## src/rtl/i2cw_pkg.sv

```systemverilog
package i2cw_pkg;
  typedef enum logic [2:0] {
    ST_IDLE, ST_ADDR, ST_WAITF, ST_ACK, ST_BUSY, ST_SKIP
  } watchState_t;

  typedef struct packed {
    logic shiftEn;
    logic cntClr;
  } dpCtl_t;

  typedef struct packed {
    logic start;
    logic stop;
    logic sclRise;
    logic sclFall;
    logic byteDone;
    logic hit;
    logic genCall;
    logic rwBit;
  } busEvt_t;
endpackage

```

## src/rtl/i2cw_dp.sv

```systemverilog
module i2cw_dp
  import i2cw_pkg::*;
#(
  parameter int ADDR_W  = 7,
  parameter int NUM_IDS = 4,
  localparam int BYTE_W = ADDR_W + 1,
  localparam int CNT_W  = $clog2(BYTE_W + 1),
  localparam int IDX_W  = (NUM_IDS > 1) ? $clog2(NUM_IDS) : 1
) (
  input  logic                      clk,
  input  logic                      rstN,
  input  logic                      sclIn,
  input  logic                      sdaIn,
  input  logic [NUM_IDS*ADDR_W-1:0] devIdList,
  input  dpCtl_t                    ctl,
  output busEvt_t                   evt,
  output logic [IDX_W-1:0]          hitIdx
);
  logic sclQ, sdaQ;
  logic [BYTE_W-1:0] shiftReg;
  logic [CNT_W-1:0]  bitCnt;
  logic [NUM_IDS-1:0] idHit;

  always_ff @(posedge clk or negedge rstN) begin
    if (!rstN) begin
      sclQ <= 1'b1;
      sdaQ <= 1'b1;
      shiftReg <= '0;
      bitCnt <= '0;
    end else begin
      sclQ <= sclIn;
      sdaQ <= sdaIn;
      if (ctl.cntClr) bitCnt <= '0;
      else if (ctl.shiftEn) begin
        bitCnt <= bitCnt + 1'b1;
        shiftReg <= {shiftReg[BYTE_W-2:0], sdaIn};
      end
    end
  end

  // one comparator per programmable ID
  for (genvar i = 0; i < NUM_IDS; i++) begin : g_cmp
    assign idHit[i] = (shiftReg[BYTE_W-1:1] == devIdList[i*ADDR_W +: ADDR_W]);
  end

  // lowest index wins
  always_comb begin
    hitIdx = '0;
    for (int i = NUM_IDS - 1; i >= 0; i--) begin
      if (idHit[i]) hitIdx = IDX_W'(i);
    end
  end

  always_comb begin
    evt.start    = sclQ && sclIn && sdaQ && !sdaIn;
    evt.stop     = sclQ && sclIn && !sdaQ && sdaIn;
    evt.sclRise  = !sclQ && sclIn;
    evt.sclFall  = sclQ && !sclIn;
    evt.byteDone = (bitCnt == CNT_W'(BYTE_W));
    evt.hit      = |idHit;
    evt.genCall  = (shiftReg == '0);
    evt.rwBit    = shiftReg[0];
  end

  a_r2_cnt_bound: assert property (@(posedge clk) disable iff (!rstN)
    bitCnt <= CNT_W'(BYTE_W));
  a_r7_restart_clears: assert property (@(posedge clk) disable iff (!rstN)
    ctl.cntClr |=> (bitCnt == '0));
endmodule

```

## src/rtl/i2cw_ctrl.sv

```systemverilog
module i2cw_ctrl
  import i2cw_pkg::*;
#(
  parameter int NUM_IDS = 4,
  localparam int IDX_W  = (NUM_IDS > 1) ? $clog2(NUM_IDS) : 1
) (
  input  logic             clk,
  input  logic             rstN,
  input  logic             slaveEn,
  input  logic             stopClr,
  input  busEvt_t          evt,
  input  logic [IDX_W-1:0] hitIdx,
  output dpCtl_t           ctl,
  output logic             sdaPullLow,
  output logic             irqRead,
  output logic             irqWrite,
  output logic             irqGenCall,
  output logic             irqStop,
  output logic             addrMatched,
  output logic [IDX_W-1:0] matchIdx,
  output logic             dirRead
);
  watchState_t state;

  always_comb begin
    ctl.cntClr  = evt.start;
    ctl.shiftEn = (state == ST_ADDR) && evt.sclRise && !evt.byteDone;
  end

  assign sdaPullLow  = (state == ST_ACK);
  assign addrMatched = (state == ST_ACK) || (state == ST_BUSY);

  always_ff @(posedge clk or negedge rstN) begin
    if (!rstN) begin
      state      <= ST_IDLE;
      irqRead    <= 1'b0;
      irqWrite   <= 1'b0;
      irqGenCall <= 1'b0;
      irqStop    <= 1'b0;
      matchIdx   <= '0;
      dirRead    <= 1'b0;
    end else begin
      irqRead    <= 1'b0;
      irqWrite   <= 1'b0;
      irqGenCall <= 1'b0;
      if (slaveEn && evt.stop && (state == ST_ACK || state == ST_BUSY))
        irqStop <= 1'b1;
      else if (stopClr)
        irqStop <= 1'b0;

      if (!slaveEn) state <= ST_IDLE;
      else if (evt.start) state <= ST_ADDR;
      else if (evt.stop) state <= ST_IDLE;
      else begin
        case (state)
          ST_ADDR:  if (evt.byteDone) state <= ST_WAITF;
          ST_WAITF: if (evt.sclFall) begin
            if (evt.genCall) begin
              state      <= ST_ACK;
              irqGenCall <= 1'b1;
              dirRead    <= 1'b0;
              matchIdx   <= '0;
            end else if (evt.hit) begin
              state    <= ST_ACK;
              irqRead  <= evt.rwBit;
              irqWrite <= !evt.rwBit;
              dirRead  <= evt.rwBit;
              matchIdx <= hitIdx;
            end else begin
              state <= ST_SKIP;
            end
          end
          ST_ACK:   if (evt.sclFall) state <= ST_BUSY;
          default:  state <= state;
        endcase
      end
    end
  end

  a_r10_one_irq: assert property (@(posedge clk) disable iff (!rstN)
    $onehot0({irqRead, irqWrite, irqGenCall}));
  a_r3_read_pulse: assert property (@(posedge clk) disable iff (!rstN)
    irqRead |=> !irqRead);
  a_r3_irq_with_ack: assert property (@(posedge clk) disable iff (!rstN)
    (irqRead || irqWrite || irqGenCall) |-> sdaPullLow);
  a_r4_gc_is_write: assert property (@(posedge clk) disable iff (!rstN)
    irqGenCall |-> !dirRead);
  a_r2_ack_on_fall: assert property (@(posedge clk) disable iff (!rstN)
    $rose(sdaPullLow) |-> $past(evt.sclFall));
  a_r6_stop_sticky: assert property (@(posedge clk) disable iff (!rstN)
    (irqStop && !stopClr) |=> irqStop);
  a_r8_disabled_quiet: assert property (@(posedge clk) disable iff (!rstN)
    !slaveEn |=> (!sdaPullLow && !irqRead && !irqWrite && !irqGenCall));
endmodule

```

## src/rtl/i2c_addr_watch.sv

```systemverilog
module i2c_addr_watch
  import i2cw_pkg::*;
#(
  parameter int ADDR_W  = 7,
  parameter int NUM_IDS = 4,
  localparam int IDX_W  = (NUM_IDS > 1) ? $clog2(NUM_IDS) : 1
) (
  input  logic                      clk,
  input  logic                      rstN,
  input  logic                      slaveEn,
  input  logic [NUM_IDS*ADDR_W-1:0] devIdList,
  input  logic                      sclIn,
  input  logic                      sdaIn,
  input  logic                      stopClr,
  output logic                      sdaPullLow,
  output logic                      irqRead,
  output logic                      irqWrite,
  output logic                      irqGenCall,
  output logic                      irqStop,
  output logic                      addrMatched,
  output logic [IDX_W-1:0]          matchIdx,
  output logic                      dirRead
);
  dpCtl_t          ctl;
  busEvt_t         evt;
  logic [IDX_W-1:0] hitIdx;

  i2cw_dp #(.ADDR_W(ADDR_W), .NUM_IDS(NUM_IDS)) dp_i (
    .clk(clk), .rstN(rstN), .sclIn(sclIn), .sdaIn(sdaIn),
    .devIdList(devIdList), .ctl(ctl), .evt(evt), .hitIdx(hitIdx)
  );

  i2cw_ctrl #(.NUM_IDS(NUM_IDS)) ctrl_i (
    .clk(clk), .rstN(rstN), .slaveEn(slaveEn), .stopClr(stopClr),
    .evt(evt), .hitIdx(hitIdx), .ctl(ctl), .sdaPullLow(sdaPullLow),
    .irqRead(irqRead), .irqWrite(irqWrite), .irqGenCall(irqGenCall),
    .irqStop(irqStop), .addrMatched(addrMatched), .matchIdx(matchIdx),
    .dirRead(dirRead)
  );
endmodule

```

## config.mk

```make
export PLATFORM = sky130hd
export DESIGN_NAME = i2c_addr_watch
export DESIGN_NICKNAME = d
export VERILOG_FILES = /design/src/rtl/i2cw_pkg.sv /design/src/rtl/i2cw_dp.sv /design/src/rtl/i2cw_ctrl.sv /design/src/rtl/i2c_addr_watch.sv
export SDC_FILE = /design/constraint.sdc
export NUM_CORES = 1
export LEC_CHECK = 0
export ABC_CLOCK_PERIOD_IN_PS = 2300
export BUFFER_PORTS_ARGS = -buffer_cell sky130_fd_sc_hd__buf_2
export CORE_ASPECT_RATIO = 1.4
export CORE_MARGIN = 3
export CORE_UTILIZATION = 51
export CTS_CLUSTER_DIAMETER = 30
export DETAILED_ROUTE_END_ITERATION = 12
export MAX_ROUTING_LAYER = met4
export PLACE_DENSITY = 0.78
export SYNTH_ARGS = -nofsm -noshare
export SYNTH_HDL_FRONTEND = slang
export SYNTH_SLANG_ARGS = --single-unit
```

## constraint.sdc

```tcl
create_clock -name clk -period 2.3 [get_ports clk]
set_clock_uncertainty 0.05 [all_clocks]
set_input_delay 0.23 -clock clk [delete_from_list [all_inputs] [get_ports clk]]
set_output_delay 0.23 -clock clk [all_outputs]
set_load 0.01 [all_outputs]
```

==> reports/qor.csv, run 1 <==
stage,metric,value,unit
pwr,Peak VDD IR,0.000560,V
route,via count of the routed design,1227,
floorplanning,Die X,51.6,um
yosys,post-synthesis register bit count,24,
yosys,Synth cell types,38,
placed_design,# port buffers,42,
global_routing,largest net degree at the start of global routing,25,
route,DRT iter0 DRCs,10,
floorplanning,row cnt,22,
setup_path,"Slowest-stage cell, CP",nor4_1,
sta,f_max,459,MHz
setup_path,cell class contributing the biggest share of worst-path delay,simple AND/OR/NAND/NOR gates,
setup_path,"Buf+Inv Stages, Crit Path",0,
setup_path,CP max stage delay,0.51,ns
clock_tree,CTS tree,built,
global_routing,GRT overflow,0,
run_status,status,completed,
route,DR DRC count,0,
cells_and_area,layout cells sized above 1,34.0,%
sta,final number of hold-violating endpoints,0,
global_routing,GRT Resource Usage Total,19.8,%
setup_path,worst path cell trace,xnor2_1 -> nand4_1 -> nor4_1 -> nor4_2 -> a21boi_2 -> mux2_2,
cells_and_area,fin nets,231,
floorplanning,Initial Util,55.1,%
clock_tree,clock latency on the worst-skew pair,0.32,ns
setup_path,Critical Path Stages,6,
setup_path,crit path max fanout,7,
sta,fin crit period,2.18,ns
global_routing,vias in the first global route,1323,
cells_and_area,final core utilization,66.5,%
setup_path,CP Data Required Time,2.48,ns
setup_path,Critical Setup Path Class,register to register,
clock_tree,Clock Sinks,24,
pwr,P_leak,0.880,nW
clock_tree,CTS root buffer,clkbuf_4,
yosys,"Avg Cell Area, Syn",9.92,um^2
sta,period utilisation layout,94.7,%
clock_tree,Max clock buf depth,2,
setup_path,reg2reg path depth,6,
placed_design,HPWL Detailed,2590,um
yosys,net count after synthesis,186,
job,max cap viols,0,
yosys,asr flop ratio synth,100,%
sta,fin. max-slew vios,0,
route,DR WL/cell,14.0,um
cells_and_area,ant diodes,0,
global_routing,first-pass GRT wire length,5450,um
pwr,total power,0.00111,W
floorplanning,core area,2700,um^2
yosys,post-synthesis cell area,1490,um^2
cells_and_area,most frequent cells in the layout,"buf_2, dfrtp_1, xnor2_1, xor2_1, inv_1",
cells_and_area,Syn-to-layout area delta,20.6,%
yosys,Yosys warning count,0,
sta,Worst-Margin Slew,0.646,ns
route,post-route ant nets,0,
route,Routed WL,3220,um
floorplanning,Die H,69.9,um
global_routing,initial antenna violation count,0,
route,first-pass detailed-route iteration total,4,
route,via density per instance,5.33,
setup_path,CP Data Arrival Time,2.35,ns
setup_path,CP Launch Type,register,
yosys,ys flop type,dfrtp_1,
pwr,PD cells,621,nW/um^2
clock_tree,H-tree levels,1,
yosys,number of synthesized flops with an enable pin,0,
min_path,Worst Hold Class,primary input to register,
cells_and_area,most common library cell in the layout ignoring fill and taps,buf_2,
yosys,"Seq/Total Area, Yosys",40.5,%
sta,relative slew slack,56.6,%
floorplanning,I/O pin total,43,
min_path,hold path depth,3,
clock_tree,clk slew on worst S/H paths,0.14,ns
clock_tree,CTS Buf Count,3,
setup_path,Worst Setup End Kind,register,
placed_design,gpl congestion,0.919,
sta,Final Setup Violations,0,
yosys,cells after synthesis,150,
floorplanning,Die ar.,3610,um^2
clock_tree,post-CTS setup buffer count,0,
routing by layer:
metal  global-route usage [%]  part of all wire (%)  up-vias  wire, um
met4                     7.29                   1.9        0        61
met3                     2.77                   2.7        8        87
met2                     38.0                    58       24      1860
met5                        -                     0        -         0
li1                         -                     -      610         -
met1                     19.2                    37      585      1210
what timing repair did:
action	CTS	global route
hold buffers	3	0
hold endpoints to repair	24	0
setup endpoints to repair	0	2
resized for setup	0	1
power by group:
part	internal, W	total [W]	switching (W)
clock network	0.000176	0.000308	0.000132
logic	0.000130	0.000274	0.000144
registers	0.000471	0.000532	0.0000614
total	0.000778	0.00111	0.000337
Yosys cell counts (all sizes together) (2+ instances only):
cell type / n / area (um^2)
nor4: 9 / 62.6
nand2: 8 / 30.0
xnor2: 18 / 158
o21ai: 6 / 30.0
buf: 7 / 56.3
nand4: 4 / 25.0
dfrtp: 22 / 551
inv: 11 / 41.3
nand3: 4 / 20.0
nor2: 7 / 26.3
a21oi: 6 / 30.0
ha: 2 / 25.0
nor3: 3 / 15.0
mux2: 9 / 101
dfstp: 2 / 52.6
xor2: 13 / 114
metrics by stage:
stage	std cells	setup WS, ns	instance area [um^2]	hold WS (ns)	TNS, ns
after floorplan	150	0.349	1490	-0.116	0
after global placement	223	0.195	1710	0.177	0
after detailed placement	223	0.121	1710	0.188	0
after CTS	230	0.0995	1790	0.112	0
after global routing	230	-0.0488	1790	0.127	-0.0488
final	230	0.122	1790	0.122	0
layout make-up:
class	instances	area (um^2)
Sequential cell	24	603
Tap cell	36	45.0
Multi-Input combinational cell	107	790
Clock inverter	1	30.0
Fill cell	224	903
Timing Repair Buffer	48	263
Clock buffer	3	22.5
Inverter	11	41.3
flip-flops by register name, summed over array words and instances, names as in the netlist, 2 cells and up:
| name | cells |
|---|---|
| ctrl_i.matchIdx | 2 |
| dp_i.bitCnt | 4 |
| dp_i.shiftReg | 8 |
| ctrl_i.state | 3 |
worst paths after layout:
path / to / from / slack (ns)
max: ctrl_i.dirRead / dp_i.shiftReg[2] / 0.12
max reg2reg: ctrl_i.dirRead / dp_i.shiftReg[2] / 0.12
min: ctrl_i.irqStop / stopClr / 0.12
max in group asynchronous: dp_i.sdaQ / rstN / 1.50
min reg2reg: ctrl_i.irqStop / ctrl_i.irqStop / 0.46
min in group asynchronous: ctrl_i.dirRead / rstN / 0.34
tightest hold or removal path: cells and delay by family:
kind | cells | cell delay [ns]
buffers and inverters | 2 | 0.14
AOI/OAI and AO/OA | 1 | 0.10
kinds of logic after synthesis:
logic type / count (synthesis) / share of synthesized area (%)
DFF: 24 / 40.5
xor gates and xnor gates: 31 / 18.3
muxes: 9 / 6.81
buffers and inverters: 19 / 6.81
and+or+nand+nor: 44 / 16.7
adders and majority gates: 2 / 1.68
AOI/OAI and AO/OA: 21 / 9.25
Power figures use the tool's default switching activity.
==> run 2: changes to the inputs <==
Settings changed: ABC_CLOCK_PERIOD_IN_PS 2300 to 2340, CAP_MARGIN set to 10, CTS_CLUSTER_DIAMETER 30 to 50.
Clock period 2.3 ns to 2.34 ns, I/O delays scaled along.
==> run 2 against run 1 <==
Sequential power down 2%. Register-to-register slack about the same. Non-clock buffer count stayed put. Maximum frequency shrank 1.6%. Clock power fell by 4%. First-iteration DRC count rose by 140%. Global-route usage decreased by 0.21 points. Largest power group unchanged. Highest routed layer unchanged.
==> reports/qor.csv, run 2 (same netlist as run 1, synthesis figures left out) <==
stage,metric,value,unit,change
sta,period utilisation layout,94.5,%,was 94.7%
sta,Final Setup Violations,0,,unchanged
floorplanning,Initial Util,55.1,%,unchanged
sta,fin worst setup slack,0.128,ns,was 0.122 ns
setup_path,crit path max fanout,6,,was 7
sta,Hold Worst Slack,0.142,ns,was 0.122 ns
clock_tree,CTS Buf Count,3,,unchanged
pwr,PD cells,608,nW/um^2,was 621 nW/um^2
placed_design,HPWL Detailed,2550,um,was 2590 um
global_routing,largest net degree at the start of global routing,25,,unchanged
sta,relative slew slack,54.4,%,was 56.6%
setup_path,CP Launch Type,register,,unchanged
route,DRT iter0 DRCs,24,,was 10
floorplanning,core area,2700,um^2,unchanged
clock_tree,CTS root buffer,clkbuf_4,,unchanged
sta,total negative slack,0,ns,unchanged
route,via count of the routed design,1250,,"was 1,227"
sta,fin. max-slew vios,0,,unchanged
pwr,Clock Power Share,27.1,%,was 27.6%
pwr,switching power,0.000324,W,was 0.000337 W
placed_design,# port buffers,42,,unchanged
pwr,P_leak,0.879,nW,was 0.880 nW
clock_tree,clk slew on worst S/H paths,0.13,ns,was 0.14 ns
global_routing,initial antenna violation count,0,,unchanged
cells_and_area,ant diodes,0,,unchanged
cells_and_area,most frequent cells in the layout,"buf_2, dfrtp_1, xnor2_1, xor2_1, inv_1",,unchanged
job,max cap viols,0,,unchanged
cells_and_area,Reg area,603,um^2,unchanged
clock_tree,clock latency on the worst-skew pair,0.30,ns,was 0.32 ns
clock_tree,Clock Sinks,24,,unchanged
global_routing,GRT overflow,0,,unchanged
setup_path,CP Data Required Time,2.50,ns,was 2.48 ns
cells_and_area,most common library cell in the layout ignoring fill and taps,buf_2,,unchanged
cells_and_area,fin nets,231,,unchanged
pwr,sequential power share,48.1,%,was 47.8%
global_routing,GRT Resource Usage Total,19.6,%,was 19.8%
floorplanning,I/O pin total,43,,unchanged
pwr,Comb power frac,24.8,%,was 24.6%
sta,Worst-Margin Slew,0.678,ns,was 0.646 ns
sta,RSZ-0062 raised after global routing,no,,
floorplanning,Die ar.,3610,um^2,unchanged
route,post-route ant nets,0,,unchanged
cells_and_area,biggest regs,"dp_i.shiftReg: 8 flops, dp_i.bitCnt: 4 flops, ctrl_i.state: 3 flops",,unchanged
sta,final number of hold-violating endpoints,0,,unchanged
min_path,Worst Hold Class,primary input to register,,unchanged
cells_and_area,Multi-input gate area,783,um^2,was 790 um^2
run_status,status,completed,,unchanged
clock_tree,H-tree levels,1,,unchanged
cells_and_area,max reg flops,8,,unchanged
sta,fin crit period,2.21,ns,was 2.18 ns
cells_and_area,Syn-to-layout area delta,20.2,%,was 20.6%
floorplanning,Die H,69.9,um,unchanged
placed_design,pre-CTS WS,0.159,ns,was 0.121 ns
route,Routed WL,3230,um,was 3220 um
pwr,Peak VDD IR,0.000413,V,was 0.000560 V
global_routing,vias in the first global route,1317,,"was 1,323"
cells_and_area,fillcell total,224,,unchanged
route,via density per instance,5.43,,was 5.33
cells_and_area,layout cells sized above 1,33.5,%,was 34.0%
clock_tree,Max clock buf depth,2,,unchanged
sta,f_max,452,MHz,was 459 MHz
setup_path,CP Data Arrival Time,2.37,ns,was 2.35 ns
route,DR DRC count,0,,unchanged
placed_design,gpl congestion,0.915,,was 0.919
clock_tree,post-CTS setup buffer count,0,,unchanged
route,first-pass detailed-route iteration total,4,,unchanged
cells_and_area,final core utilization,66.3,%,was 66.5%
global_routing,first-pass GRT wire length,5460,um,was 5450 um
setup_path,Critical Setup Path Class,register to register,,unchanged
cells_and_area,Biggest register,dp_i.shiftReg,,unchanged
pwr,sw frac,29.7,%,was 30.2%
floorplanning,Die X,51.6,um,unchanged
floorplanning,row cnt,22,,unchanged
pwr,Internal,0.000764,W,was 0.000778 W
route,DR WL/cell,14.0,um,about the same
clock_tree,CTS tree,built,,unchanged
setup_path,Worst Setup End Kind,register,,unchanged
-- run 2: worst paths after layout --
path,slack (ns),startpoint,endpoint,cells after the start
setup / recovery,0.13,dp_i.shiftReg[7],ctrl_i.dirRead,6
hold / removal,0.14,stopClr,ctrl_i.irqStop,3
setup reg to reg,0.13,dp_i.shiftReg[7],ctrl_i.dirRead,6
hold reg to reg,0.46,ctrl_i.irqStop,ctrl_i.irqStop,1
max in group asynchronous,1.52,rstN,dp_i.sdaQ,2
min in group asynchronous,0.36,rstN,ctrl_i.state[2],2
-- run 2: final cells by class --
cell class                      count  area share (%)
Inverter                           11            2.31
Multi-Input combinational cell    107            43.8
Clock buffer                        3            1.26
Sequential cell                    24            33.7
Tap cell                           36            2.52
Clock inverter                      1            1.68
Timing Repair Buffer               48            14.7
-- run 2: through the flow --
stage                     power [W]  cell area, um^2  cells
final                       0.00109             1790    230
after detailed placement   0.000799             1710    223
after floorplan            0.000702             1490    150
after global placement     0.000787             1710    223
after CTS                   0.00110             1780    229
after global routing        0.00116             1790    230
-- run 2: worst max-delay path, cell delays in order, from the launching register on --
cell and delay [ns]:
dfrtp_1 0.51, xnor2_1 0.22, nand4_1 0.13, nor4_1 0.54, nor4_2 0.15, a21boi_2 0.19
mux2_2 0.34
-- run 2: repair_timing --
| action | in CTS | in global routing |
|---|---|---|
| hold endpoints to repair | 23 | 1 |
| gates resized for setup | 0 | 0 |
| hold buffers | 2 | 1 |
-- run 2: power groups by stage --
stage               sequential (W)  combinational (W)  clock, W
finish                    0.000523           0.000270  0.000295
global route              0.000532           0.000309  0.000316
CTS                       0.000524           0.000272  0.000307
detailed placement        0.000532           0.000268         0
global placement          0.000527           0.000260         0
floorplan                 0.000513           0.000190         0
-- run 2: layer usage --
layer	GRT usage, %	share of wire, %
met1	19.6	36
met2	36.3	58
met3	2.56	3.0
met4	8.75	2.5
met5	-	0
